$ cat src/rtl/shadow_pkg.sv
package shadow_pkg;

    // Per-segment routing attribute; bit 1 steers writes, bit 0 steers reads
    typedef struct packed {
        logic wr_dram;
        logic rd_dram;
    } seg_attr_t;

    localparam seg_attr_t ATTR_ALL_BUS = '{wr_dram: 1'b0, rd_dram: 1'b0};

    // Registered response stage
    typedef struct packed {
        logic vld;
        logic to_dram;
    } rsp_stage_t;

    function automatic logic pick_target(input seg_attr_t a, input logic is_write);
        return is_write ? a.wr_dram : a.rd_dram;
    endfunction

endpackage

$ cat src/rtl/shadow_seg_decode.sv
module shadow_seg_decode #(
    parameter int unsigned          ADDR_W    = 32,
    parameter logic [ADDR_W-1:0]    WIN_BASE  = 'hC0000,
    parameter logic [ADDR_W-1:0]    WIN_LIMIT = 'h100000,
    parameter int unsigned          SEG_SHIFT = 14,
    parameter int unsigned          SEG_W     = 4
) (
    input  logic [ADDR_W-1:0] addr,
    output logic              in_win,
    output logic [SEG_W-1:0]  seg
);
    logic [ADDR_W-1:0] offset;

    always_comb begin
        // window bounds and segment index
        in_win = (addr >= WIN_BASE) && (addr < WIN_LIMIT);
        offset = addr - WIN_BASE;
        seg    = offset[SEG_SHIFT +: SEG_W];
    end
endmodule

$ cat src/rtl/shadow_attr_table.sv
module shadow_attr_table
    import shadow_pkg::*;
#(
    parameter int unsigned NUM_SEG = 16,
    parameter int unsigned SEG_W   = 4
) (
    input  logic              clk,
    input  logic              rst_n,
    input  logic              wr_en,
    input  logic [SEG_W-1:0]  wr_seg,
    input  seg_attr_t         wr_attr,
    input  logic [SEG_W-1:0]  rd_seg,
    output seg_attr_t         rd_attr
);
    seg_attr_t attr_q [NUM_SEG];

    for (genvar g = 0; g < NUM_SEG; g++) begin : g_seg
        seg_attr_t attr_d;

        // only the addressed segment loads, visible next cycle
        always_comb begin
            attr_d = attr_q[g];
            if (wr_en && (wr_seg == SEG_W'(g))) begin
                attr_d = wr_attr;
            end
        end

        // reset to all-bus
        always_ff @(posedge clk) begin
            if (!rst_n) begin
                attr_q[g] <= ATTR_ALL_BUS;
            end else begin
                attr_q[g] <= attr_d;
            end
        end
    end

    always_comb begin
        rd_attr = ATTR_ALL_BUS;
        for (int i = 0; i < NUM_SEG; i++) begin
            if (rd_seg == SEG_W'(i)) begin
                rd_attr = attr_q[i];
            end
        end
    end
endmodule

$ cat src/rtl/shadow_rsp_stage.sv
module shadow_rsp_stage
    import shadow_pkg::*;
(
    input  logic clk,
    input  logic rst_n,
    input  logic in_valid,
    output logic in_ready,
    input  logic in_to_dram,
    output logic out_valid,
    input  logic out_ready,
    output logic out_to_dram
);
    rsp_stage_t st_d, st_q;

    always_comb begin
        // accept only when the stage is empty or draining
        in_ready = !st_q.vld || out_ready;
        st_d     = st_q;
        if (in_ready) begin
            st_d.vld = in_valid;
            if (in_valid) begin
                st_d.to_dram = in_to_dram;
            end
        end
    end

    always_ff @(posedge clk) begin
        if (!rst_n) begin
            st_q <= '{vld: 1'b0, to_dram: 1'b0};
        end else begin
            st_q <= st_d;
        end
    end

    assign out_valid   = st_q.vld;
    assign out_to_dram = st_q.to_dram;
endmodule

$ cat src/rtl/shadow_router.sv
module shadow_router
    import shadow_pkg::*;
#(
    parameter int unsigned       ADDR_W    = 32,
    parameter logic [ADDR_W-1:0] WIN_BASE  = 'hC0000,
    parameter logic [ADDR_W-1:0] WIN_LIMIT = 'h100000,
    parameter int unsigned       SEG_BYTES = 16384,
    localparam int unsigned      SEG_SHIFT = $clog2(SEG_BYTES),
    localparam int unsigned      NUM_SEG   = (WIN_LIMIT - WIN_BASE) / SEG_BYTES,
    localparam int unsigned      SEG_W     = (NUM_SEG > 1) ? $clog2(NUM_SEG) : 1
) (
    input  logic              clk,
    input  logic              rst_n,
    input  logic              cfg_we,
    input  logic [SEG_W-1:0]  cfg_seg,
    input  logic [1:0]        cfg_attr,
    input  logic              req_valid,
    output logic              req_ready,
    input  logic [ADDR_W-1:0] req_addr,
    input  logic              req_write,
    input  logic              dflt_to_dram,
    output logic              rsp_valid,
    input  logic              rsp_ready,
    output logic              rsp_to_dram
);
    logic             hit_win;
    logic [SEG_W-1:0] hit_seg;
    seg_attr_t        hit_attr;
    logic             route_dram;

    shadow_seg_decode #(
        .ADDR_W   (ADDR_W),
        .WIN_BASE (WIN_BASE),
        .WIN_LIMIT(WIN_LIMIT),
        .SEG_SHIFT(SEG_SHIFT),
        .SEG_W    (SEG_W)
    ) u_dec (
        .addr  (req_addr),
        .in_win(hit_win),
        .seg   (hit_seg)
    );

    shadow_attr_table #(
        .NUM_SEG(NUM_SEG),
        .SEG_W  (SEG_W)
    ) u_tbl (
        .clk    (clk),
        .rst_n  (rst_n),
        .wr_en  (cfg_we),
        .wr_seg (cfg_seg),
        .wr_attr(seg_attr_t'(cfg_attr)),
        .rd_seg (hit_seg),
        .rd_attr(hit_attr)
    );

    // pick the target from the current (old) attribute
    always_comb begin
        route_dram = hit_win ? pick_target(hit_attr, req_write) : dflt_to_dram;
    end


    shadow_rsp_stage u_rsp (
        .clk        (clk),
        .rst_n      (rst_n),
        .in_valid   (req_valid),
        .in_ready   (req_ready),
        .in_to_dram (route_dram),
        .out_valid  (rsp_valid),
        .out_ready  (rsp_ready),
        .out_to_dram(rsp_to_dram)
    );
endmodule

$ cat config.mk
export PLATFORM = sky130hd
export DESIGN_NAME = shadow_router
export DESIGN_NICKNAME = d
export VERILOG_FILES = /design/src/rtl/shadow_pkg.sv /design/src/rtl/shadow_seg_decode.sv /design/src/rtl/shadow_attr_table.sv /design/src/rtl/shadow_rsp_stage.sv /design/src/rtl/shadow_router.sv
export SDC_FILE = /design/constraint.sdc
export NUM_CORES = 1
export LEC_CHECK = 0
export BUFFER_PORTS_ARGS = -buffer_cell sky130_fd_sc_hd__buf_2
export CAP_MARGIN = 20
export CELL_PAD_IN_SITES_DETAIL_PLACEMENT = 0
export CELL_PAD_IN_SITES_GLOBAL_PLACEMENT = 2
export CORE_MARGIN = 3
export CORE_UTILIZATION = 30
export CTS_BUF_LIST = sky130_fd_sc_hd__clkbuf_4 sky130_fd_sc_hd__clkbuf_8 sky130_fd_sc_hd__clkbuf_16
export CTS_CLUSTER_SIZE = 40
export DETAILED_ROUTE_END_ITERATION = 10
export GPL_TIMING_DRIVEN = 0
export PLACE_DENSITY_LB_ADDON = 0.08
export SYNTH_ARGS = -nofsm -noshare
export SYNTH_HDL_FRONTEND = slang
export SYNTH_SLANG_ARGS = --single-unit
$ cat constraint.sdc
create_clock -name clk -period 2 [get_ports clk]
set_input_delay 0.2 -clock clk [delete_from_list [all_inputs] [get_ports clk]]
set_output_delay 0.2 -clock clk [all_outputs]
set_load 0.02 [all_outputs]
-- After elaboration in Yosys (flattened, before gate mapping)
Memories as Yosys holds them, arrays and structs flattened.
Cells that the tools add are included.
- div/mod/pow operators: 0
- add/subtract/negate cells: 1
- magnitude comparators: 2
- bitwise gates (word level): 16
- eq/ne operators: 30
- shift operators: 0
- reduce and logical (&&, ||, !) cells: 22
- mux-type cells: 52
- $mul: 0
- operator list (operator ; count):
    $mux 2 ; 48
    $eq 4x4->1 const B ; 16
    $eq 4x3->1 const B ; 8
    $ge 32x20->1 const B ; 1
    $lt 32x21->1 const B ; 1
    $sub 18x1->18 const B ; 1
    $logic_and 1x1->1 ; 17
    $eq 4x2->1 const B ; 4
    $or 1x1->1 ; 16
    $eq 4x1->1 const B ; 2
    $logic_not 4->1 ; 2
    $mux 1 ; 4
    $reduce_and 2->1 ; 1
    $logic_not 1->1 ; 1
    $logic_or 1x1->1 ; 1
- memory bits (writable): 32
- memories kept: 1
- output and inout port bits: 3
- input bits: 45
- ROM bits: 0
- bits in registers: 2
- logic and storage cells: 126
- latch bits: 0
- memory list (name ; depth ; bits a word ; read ports ; clocked after memory_dff ; write ports ; RTL line ; source):
    u_tbl.attr_q ; 16 ; 2 ; 16 ; 0 ; 16 ; shadow_attr_table.sv:15 ; seg_attr_t attr_q [NUM_SEG];

-- Longest topological paths before layout
Gate-level depths: netlist (run 1).
- word-level depth: 20
- depth in mapped cells: 7
- depth with buffers taken out: 5

-- Cells and area by module
A second synthesis (run 1) with hierarchy kept.
- cells, all modules: 206
- area total of the unflattened synthesis: 1850.5 um2
- modules (own cells, without submodules) (module ; sequential area each (um2) ; cells an instance ; area an instance (um2) ; instances):
    shadow_attr_table ; 640.6 ; 186 ; 1689.1 ; 1
    shadow_rsp_stage ; 40.0 ; 8 ; 76.3 ; 1
    shadow_seg_decode ; 0.0 ; 9 ; 66.3 ; 1
    shadow_router ; 0.0 ; 3 ; 18.8 ; 1

-- Least setup slack after synthesis (run 1)
Ideal clock, no wire load.
- path kind: register to register
- start: reg u_rsp.st_q, in the netlist u_rsp.out_valid
- end: reg u_rsp.st_q, in the netlist u_rsp.out_to_dram
- setup time: 0.131 ns
- data arrival time: 1.368 ns
- path slack: 0.501 ns
- stages on the path, launching flop included: 6
- path buffers: 0
- period minus slack after synthesis: 1.499 ns
- data required time: 1.869 ns
- cell sequence: dfxtp_1 -> nand2b_1 -> nand2_1 -> a2111o_1 -> a311oi_2 -> a21oi_1
- longest elaborated chain between the ends: 3
- RTL lines (item ; RTL line ; source):
    start: declaration ; shadow_rsp_stage.sv:13 ; rsp_stage_t st_d, st_q;
    start signal: assignment ; shadow_rsp_stage.sv:29 ; st_q <= '{vld: 1'b0, to_dram: 1'b0};
    start signal: assignment ; shadow_rsp_stage.sv:31 ; st_q <= st_d;
    $logic_not 1->1 ; shadow_rsp_stage.sv:17 ; in_ready = !st_q.vld || out_ready;
    $logic_or 1x1->1 ; shadow_rsp_stage.sv:17 ;
    named net req_ready ; shadow_router.sv:18 ; output logic req_ready,
    $reduce_and 2->1 (no source line) ; - ;
The timed path passes the listed nets, and every way through them passes these cells.
A chain may end at the register's enable or synchronous reset.

-- Final worst setup path (run 1)
- start: in req_addr[16]
- end: reg u_rsp.st_q, in the netlist u_rsp.out_to_dram
- longest elaborated chain between the ends: 20
- elaborated cells between the ends (all ways): 38
- those cells by class: add/sub (1); order compare (2); eq/ne (15); mux (18); reduce/logical (2)
- RTL lines (item ; RTL line ; source):
    start: declaration ; shadow_router.sv:19 ; input logic [ADDR_W-1:0] req_addr,
    $sub 18x1->18 ; shadow_seg_decode.sv:17 ; offset = addr - WIN_BASE;
    $logic_not 4->1 ; shadow_attr_table.sv:41 ; if (rd_seg == SEG_W'(i)) begin
    $mux 2 (16 in series) ; shadow_attr_table.sv:41 ;
    $mux 1 ; shadow_pkg.sv:18 ; return is_write ? a.wr_dram : a.rd_dram;
    $mux 1 (*) ; shadow_router.sv:58 ; route_dram = hit_win ? pick_target(hit_attr, req_write) : dflt_to_dram;
Mark *: on every way between the ends. The rest lies on a longest branch, timed or not.

==> results.cfg, run 1 <==
[die]
num_rows = 27
io_pins = 48
die_h_um = 84.51
die-area_sq_um = 7142
die_x_um = 84.51
design.core.area_sq_um = 5743
initial_core_util_pct = 32.20

[power]
power_mw = 1.528
sw_frac_of_total_pct = 23.83
powerDensity_nw_per_um2 = 689.3
pwr-share-clk_pct = 42.4
vdd_drop_max_uv = 394.4
pwr-share-seq_pct = 45.4
leakagePower_nw = 0.8586
power_frac_comb_pct = 12.2
p_sw_mw = 0.3641
power.internal_mw = 1.164

[grt]
antenna_found_initial = 0
grt_overflow_total = 0
grt_usage_pct = 15.16
grt_pass1_wl_um = 8459
grt_start_max_net_pins = 11
first_global_vias = 1602

[status]
outcome = finished, final reports clean

[cells_and_area]
area_growth_pct = 19.89
finalNetCount = 300
drive_gt1_share_pct = 21.96
layout_common_cells = buf_2 (35), dfxtp_1 (34), nand2_1 (26)
layout_commonest_cell = buf_2
fin_area_sq_um = 2217
diodes = 0

[clock_tree]
cts_tree = done
clk_pin_slew_ps = 70
hold_buffers = 0
post_cts_resized = 0
numCtsBuffers = 5
clock_latency_ps = 290
htreeDepth = 2
post_cts_buffers = 0
clock_path_buffers = 2
root_buffer = clkbuf_8
clock-sinks = 34

[critical_path]
required_ps = 2160
end_kind = flop
worstSetupStartpointType = primary input
crit_fanout = 10
crit_arrival_ps = 1710
criticalPathCategory = primary input to flop
crit_path_cell_trace = buf_2 > buf_2 > nand2_1 > o311ai_0 > a31oi_1 > a311oi_2 > a21oi_1
critPathMostFrequentCell = buf_2
cp_top_family = compound AO/OA/AOI/OAI gates
cp_slowest_stage_delay_ps = 500
crit_buf_inv = 2
cp_slowest_cell = o311ai_0

[logic_synthesis]
netlist_area_sq_um = 1849
ys.flop_type = dfxtp_1
ys_warn_count = 0
synthTopCellsByArea = dfxtp_1 (37%), mux2i_1 (9.2%), a21boi_0 (8.5%)
synth.net_count = 260
synth.avg_cell_area_sq_um = 8.601
synth_top_area_cell = dfxtp_1
ys_ff_latch = 34
async_flop_share_pct = 0
synth-edff-count = 0
ys_types = 39
synth_top_area_share_pct = 36.81
syn_inst = 215
ys_seq_area_share_pct = 36.81

[timing]
maxSlewViolCount = 0
min_period_ps = 1545
finalHoldViolCount = 0
fin_skew_ps = 3.959
rsz0062_at_grt = no
period_share_pct = 77.27
max_freq_mhz = 647.1
timing.setup.tns_ps = 0
setup_viol = 0
relSlewSlack_pct = 63.32
worst_slew_pin_slew_ps = 550.2

[route]
wire_per_inst_um = 15.99
drtIter0Drc = 85
dr.pass1.iters = 4
vias = 1651
vias_per_cell = 5.049
drt_wl_total_um = 5230
ant_nets = 0
drc = 0

[placed_design]
port_buffers = 33
dpl.hpwl_um = 3899
place_area_sq_um = 2105
globalplace.congestion = 0.7172

[min_path]
hp-class = primary input to flop

[run]
maxCapViolations = 0
## worst paths after layout
path                                         start                               to  slack (ps)  cells past startpoint
hold reg to reg    u_tbl.attr_q[0][1]$_SDFFE_PN0P_  u_tbl.attr_q[0][1]$_SDFFE_PN0P_         470                      2
hold / removal                           req_valid     u_rsp.out_valid$_SDFFE_PN0N_         170                      3
setup reg to reg  u_tbl.attr_q[1][15]$_SDFFE_PN0P_   u_rsp.out_to_dram$_SDFFE_PN0P_         570                      4
setup / recovery                      req_addr[16]   u_rsp.out_to_dram$_SDFFE_PN0P_         450                      7
## cells in the mapped netlist (2+ instances only)
library cell,number
nand3_1,6
nand3b_1,5
nor2_1,12
o22ai_1,3
o221ai_1,2
buf_4,2
o311ai_0,3
nand4_1,2
inv_1,3
buf_2,2
nand2b_1,6
mux2i_1,17
mux2_2,7
dfxtp_1,34
clkbuf_1,7
a21oi_1,2
or2b_1,2
a21boi_0,21
nand2_1,26
o21ai_0,20
or3_1,3
nor2b_1,13
## state kept, by name, indices dropped and copies added (netlist names)
signal	cells
u_rsp.out_to_dram	1
u_tbl.attr_q	32
u_rsp.out_valid	1
## logic make-up (layout without fill, tap and decap cells)
kind of cell	Yosys count	in the layout	share of synthesized area [%]
buffers and inverters	15	55	3.857
muxes	24	24	13.46
and+or+nand+nor	81	81	22.87
DFF	34	34	36.81
AOI/OAI and AO/OA	61	61	23.01
## power by group through the flow
| stage | Combinational [mW] | Clock, mW | Sequential [mW] |
|---|---|---|---|
| final | 0.186 | 0.648 | 0.694 |
| after global routing | 0.209 | 0.688 | 0.695 |
| after detailed placement | 0.187 | 0 | 0.710 |
| after CTS | 0.188 | 0.667 | 0.694 |
| after global placement | 0.189 | 0 | 0.709 |
| after floorplan | 0.104 | 0 | 0.711 |
## layout make-up
| class | instances | area [sq um] |
|---|---|---|
| fillers | 624 | 3526 |
| multi-input cells | 166 | 1097 |
| flip-flops and latches | 34 | 680.7 |
| repair buffers | 33 | 165.2 |
| well taps | 72 | 90.09 |
| clock buffers | 6 | 82.58 |
| plain buffers | 12 | 60.06 |
| clock inverters | 1 | 30.03 |
| inverters | 3 | 11.26 |
## through the flow
stage / util (%) / setup slack (ps) / hold WS [ps] / std cells
2_1_floorplan: - / 501.5 / 338.9 / 215
3_3_place_gp: 36.64 / 124.6 / 463.6 / 320
3_5_place_dp: 36.64 / 196.2 / 461.8 / 320
4_1_cts: 38.61 / 493.4 / 165.7 / 327
5_1_grt: 38.61 / 232.1 / 169.7 / 327
6_report: 38.61 / 454.6 / 167.3 / 327
## tightest hold or removal path, cell delays in order
cell      delay, ps
buf_2           110
inv_1            40
a21boi_0         60
## per-layer routing
layer,global-route usage [%],part of all wire (%)
met2,23.20,46
met1,21.29,50
met4,4.173,1.2
met3,3.533,2.8
met5,0,0
No activity file was read; power rests on OpenSTA's default activity.
==> inputs of run 2 (changes only) <==
==> constraint.sdc (replaced) <==
create_clock -name clk -period 1.5 [get_ports clk]
set_input_delay 0.15 -clock clk [delete_from_list [all_inputs] [get_ports clk]]
set_output_delay 0.15 -clock clk [all_outputs]
set_load 0.02 [all_outputs]
==> results.cfg, run 2 (same netlist as run 1, synthesis figures left out) <==
[status]
outcome = finished, final reports clean

[placed_design]
dpl.hpwl_um = 3899
globalplace.congestion = 0.7172
port_buffers = 33

[cells_and_area]
fillCellCount = 624
largest_register = u_tbl.attr_q
diodes = 0
area_growth_pct = 20.30
multi_input_comb_area_sq_um = 1105
largest_reg_flops = 32
seq_area_sq_um = 680.7
layout_commonest_cell = buf_2
finalNetCount = 300
layout_common_cells = buf_2 (35), dfxtp_1 (34), nand2_1 (26)
drive_gt1_share_pct = 22.35

[critical_path]
crit_fanout = 2
worstSetupStartpointType = flop
required_ps = 1660
end_kind = flop
crit_arrival_ps = 1530
criticalPathCategory = flop to flop

[clock_tree]
clock-sinks = 34
clock_latency_ps = 280
clock_path_buffers = 2
post_cts_buffers = 0
numCtsBuffers = 5
htreeDepth = 2
cts_tree = done
clk_pin_slew_ps = 70
root_buffer = clkbuf_8

[route]
drt_wl_total_um = 5227
vias = 1638
drc = 0
wire_per_inst_um = 15.98
vias_per_cell = 5.009
ant_nets = 0
dr.pass1.iters = 4
drtIter0Drc = 112

[power]
vdd_drop_max_uv = 526.4
pwr-share-clk_pct = 42.3
power_frac_comb_pct = 12.2
pwr-share-seq_pct = 45.4
leakagePower_nw = 0.8596
p_sw_mw = 0.4849
sw_frac_of_total_pct = 23.79
powerDensity_nw_per_um2 = 916.0
power.internal_mw = 1.553
power_mw = 2.038

[timing]
period_share_pct = 91.31
max_freq_mhz = 730.2
fin_skew_ps = 4.315
rsz0062_at_grt = no
worst_slew_pin_slew_ps = 545.0
setup_viol = 0
timing.setup.tns_ps = 0
min_period_ps = 1370
maxSlewViolCount = 0
finalHoldViolCount = 0
relSlewSlack_pct = 63.67

[grt]
antenna_found_initial = 0
grt_overflow_total = 0
first_global_vias = 1602
grt_start_max_net_pins = 11
grt_pass1_wl_um = 8459
grt_usage_pct = 15.16

[die]
initial_core_util_pct = 32.20
die-area_sq_um = 7142
io_pins = 48
num_rows = 27
die_x_um = 84.51
die_h_um = 84.51
design.core.area_sq_um = 5743

[run]
maxCapViolations = 0

[min_path]
hp-class = primary input to flop
-- run 2: changes by cell type in the layout (fill, tap and decap cells not counted) --
cell / delta
o311ai_0: -1
o311ai_2: +1
-- run 2: timing repair --
action,CTS,global route
hold buffers,0,0
resized for setup,0,2
hold endpoints to repair,0,0
endpoints found under the setup margin,0,1
-- run 2: routing by layer --
| layer | vias to the layer above | part of all wire (%) | GRT usage [%] | routed length, um |
|---|---|---|---|---|
| li1 | 858 | - | - | - |
| met2 | 21 | 45 | 23.20 | 2378 |
| met5 | - | 0 | 0 | 0 |
| met3 | 8 | 3.0 | 3.533 | 158 |
| met4 | 0 | 1.2 | 4.173 | 63 |
| met1 | 751 | 50 | 21.29 | 2627 |
-- run 2: cell type report --
type                       count  share of cell area [%]
clock buffer                   6                   3.712
tap                           72                   4.050
clock inverter                 1                   1.350
timing repair buffer          33                   7.424
multi-input combinational    166                   49.66
inverter                       3                  0.5062
sequential                    34                   30.60
buffer                        12                   2.700
-- run 2: worst paths after layout --
kind	start	end	slack, ps	cells after the start
hold reg to reg	u_tbl.attr_q[0][1]$_SDFFE_PN0P_	u_tbl.attr_q[0][1]$_SDFFE_PN0P_	470	2
setup reg to reg	u_tbl.attr_q[1][7]$_SDFFE_PN0P_	u_rsp.out_to_dram$_SDFFE_PN0P_	130	5
setup / recovery	u_tbl.attr_q[1][7]$_SDFFE_PN0P_	u_rsp.out_to_dram$_SDFFE_PN0P_	130	5
hold / removal	req_valid	u_rsp.out_valid$_SDFFE_PN0N_	120	3
-- run 2: power groups by stage --
stage / registers, mW / clock network (mW) / logic (mW)
2_1_floorplan: 0.948 / 0 / 0.139
3_3_place_gp: 0.946 / 0 / 0.252
3_5_place_dp: 0.946 / 0 / 0.250
4_1_cts: 0.925 / 0.889 / 0.251
5_1_grt: 0.927 / 0.917 / 0.281
6_report: 0.925 / 0.863 / 0.250
-- run 2: through the flow --
stage | hold WS [ps] | std cells | instance area, sq um | util, % | setup WS, ps
floorplan | 288.9 | 215 | 1849 | - | 1.460
finish | 119.0 | 327 | 2225 | 38.74 | 130.4
CTS | 115.7 | 327 | 2217 | 38.61 | 43.42
global route | 119.7 | 327 | 2225 | 38.74 | 16.59
global placement | 418.0 | 320 | 2105 | 36.64 | -325.4
detailed placement | 419.2 | 320 | 2105 | 36.64 | -253.8
-- run 2: worst max-delay path, cell delays in order (launching register included) --
cell	delay [ps]
dfxtp_1	310
mux2_2	270
o221ai_1	180
a31oi_1	150
a311oi_2	250
a21oi_1	90
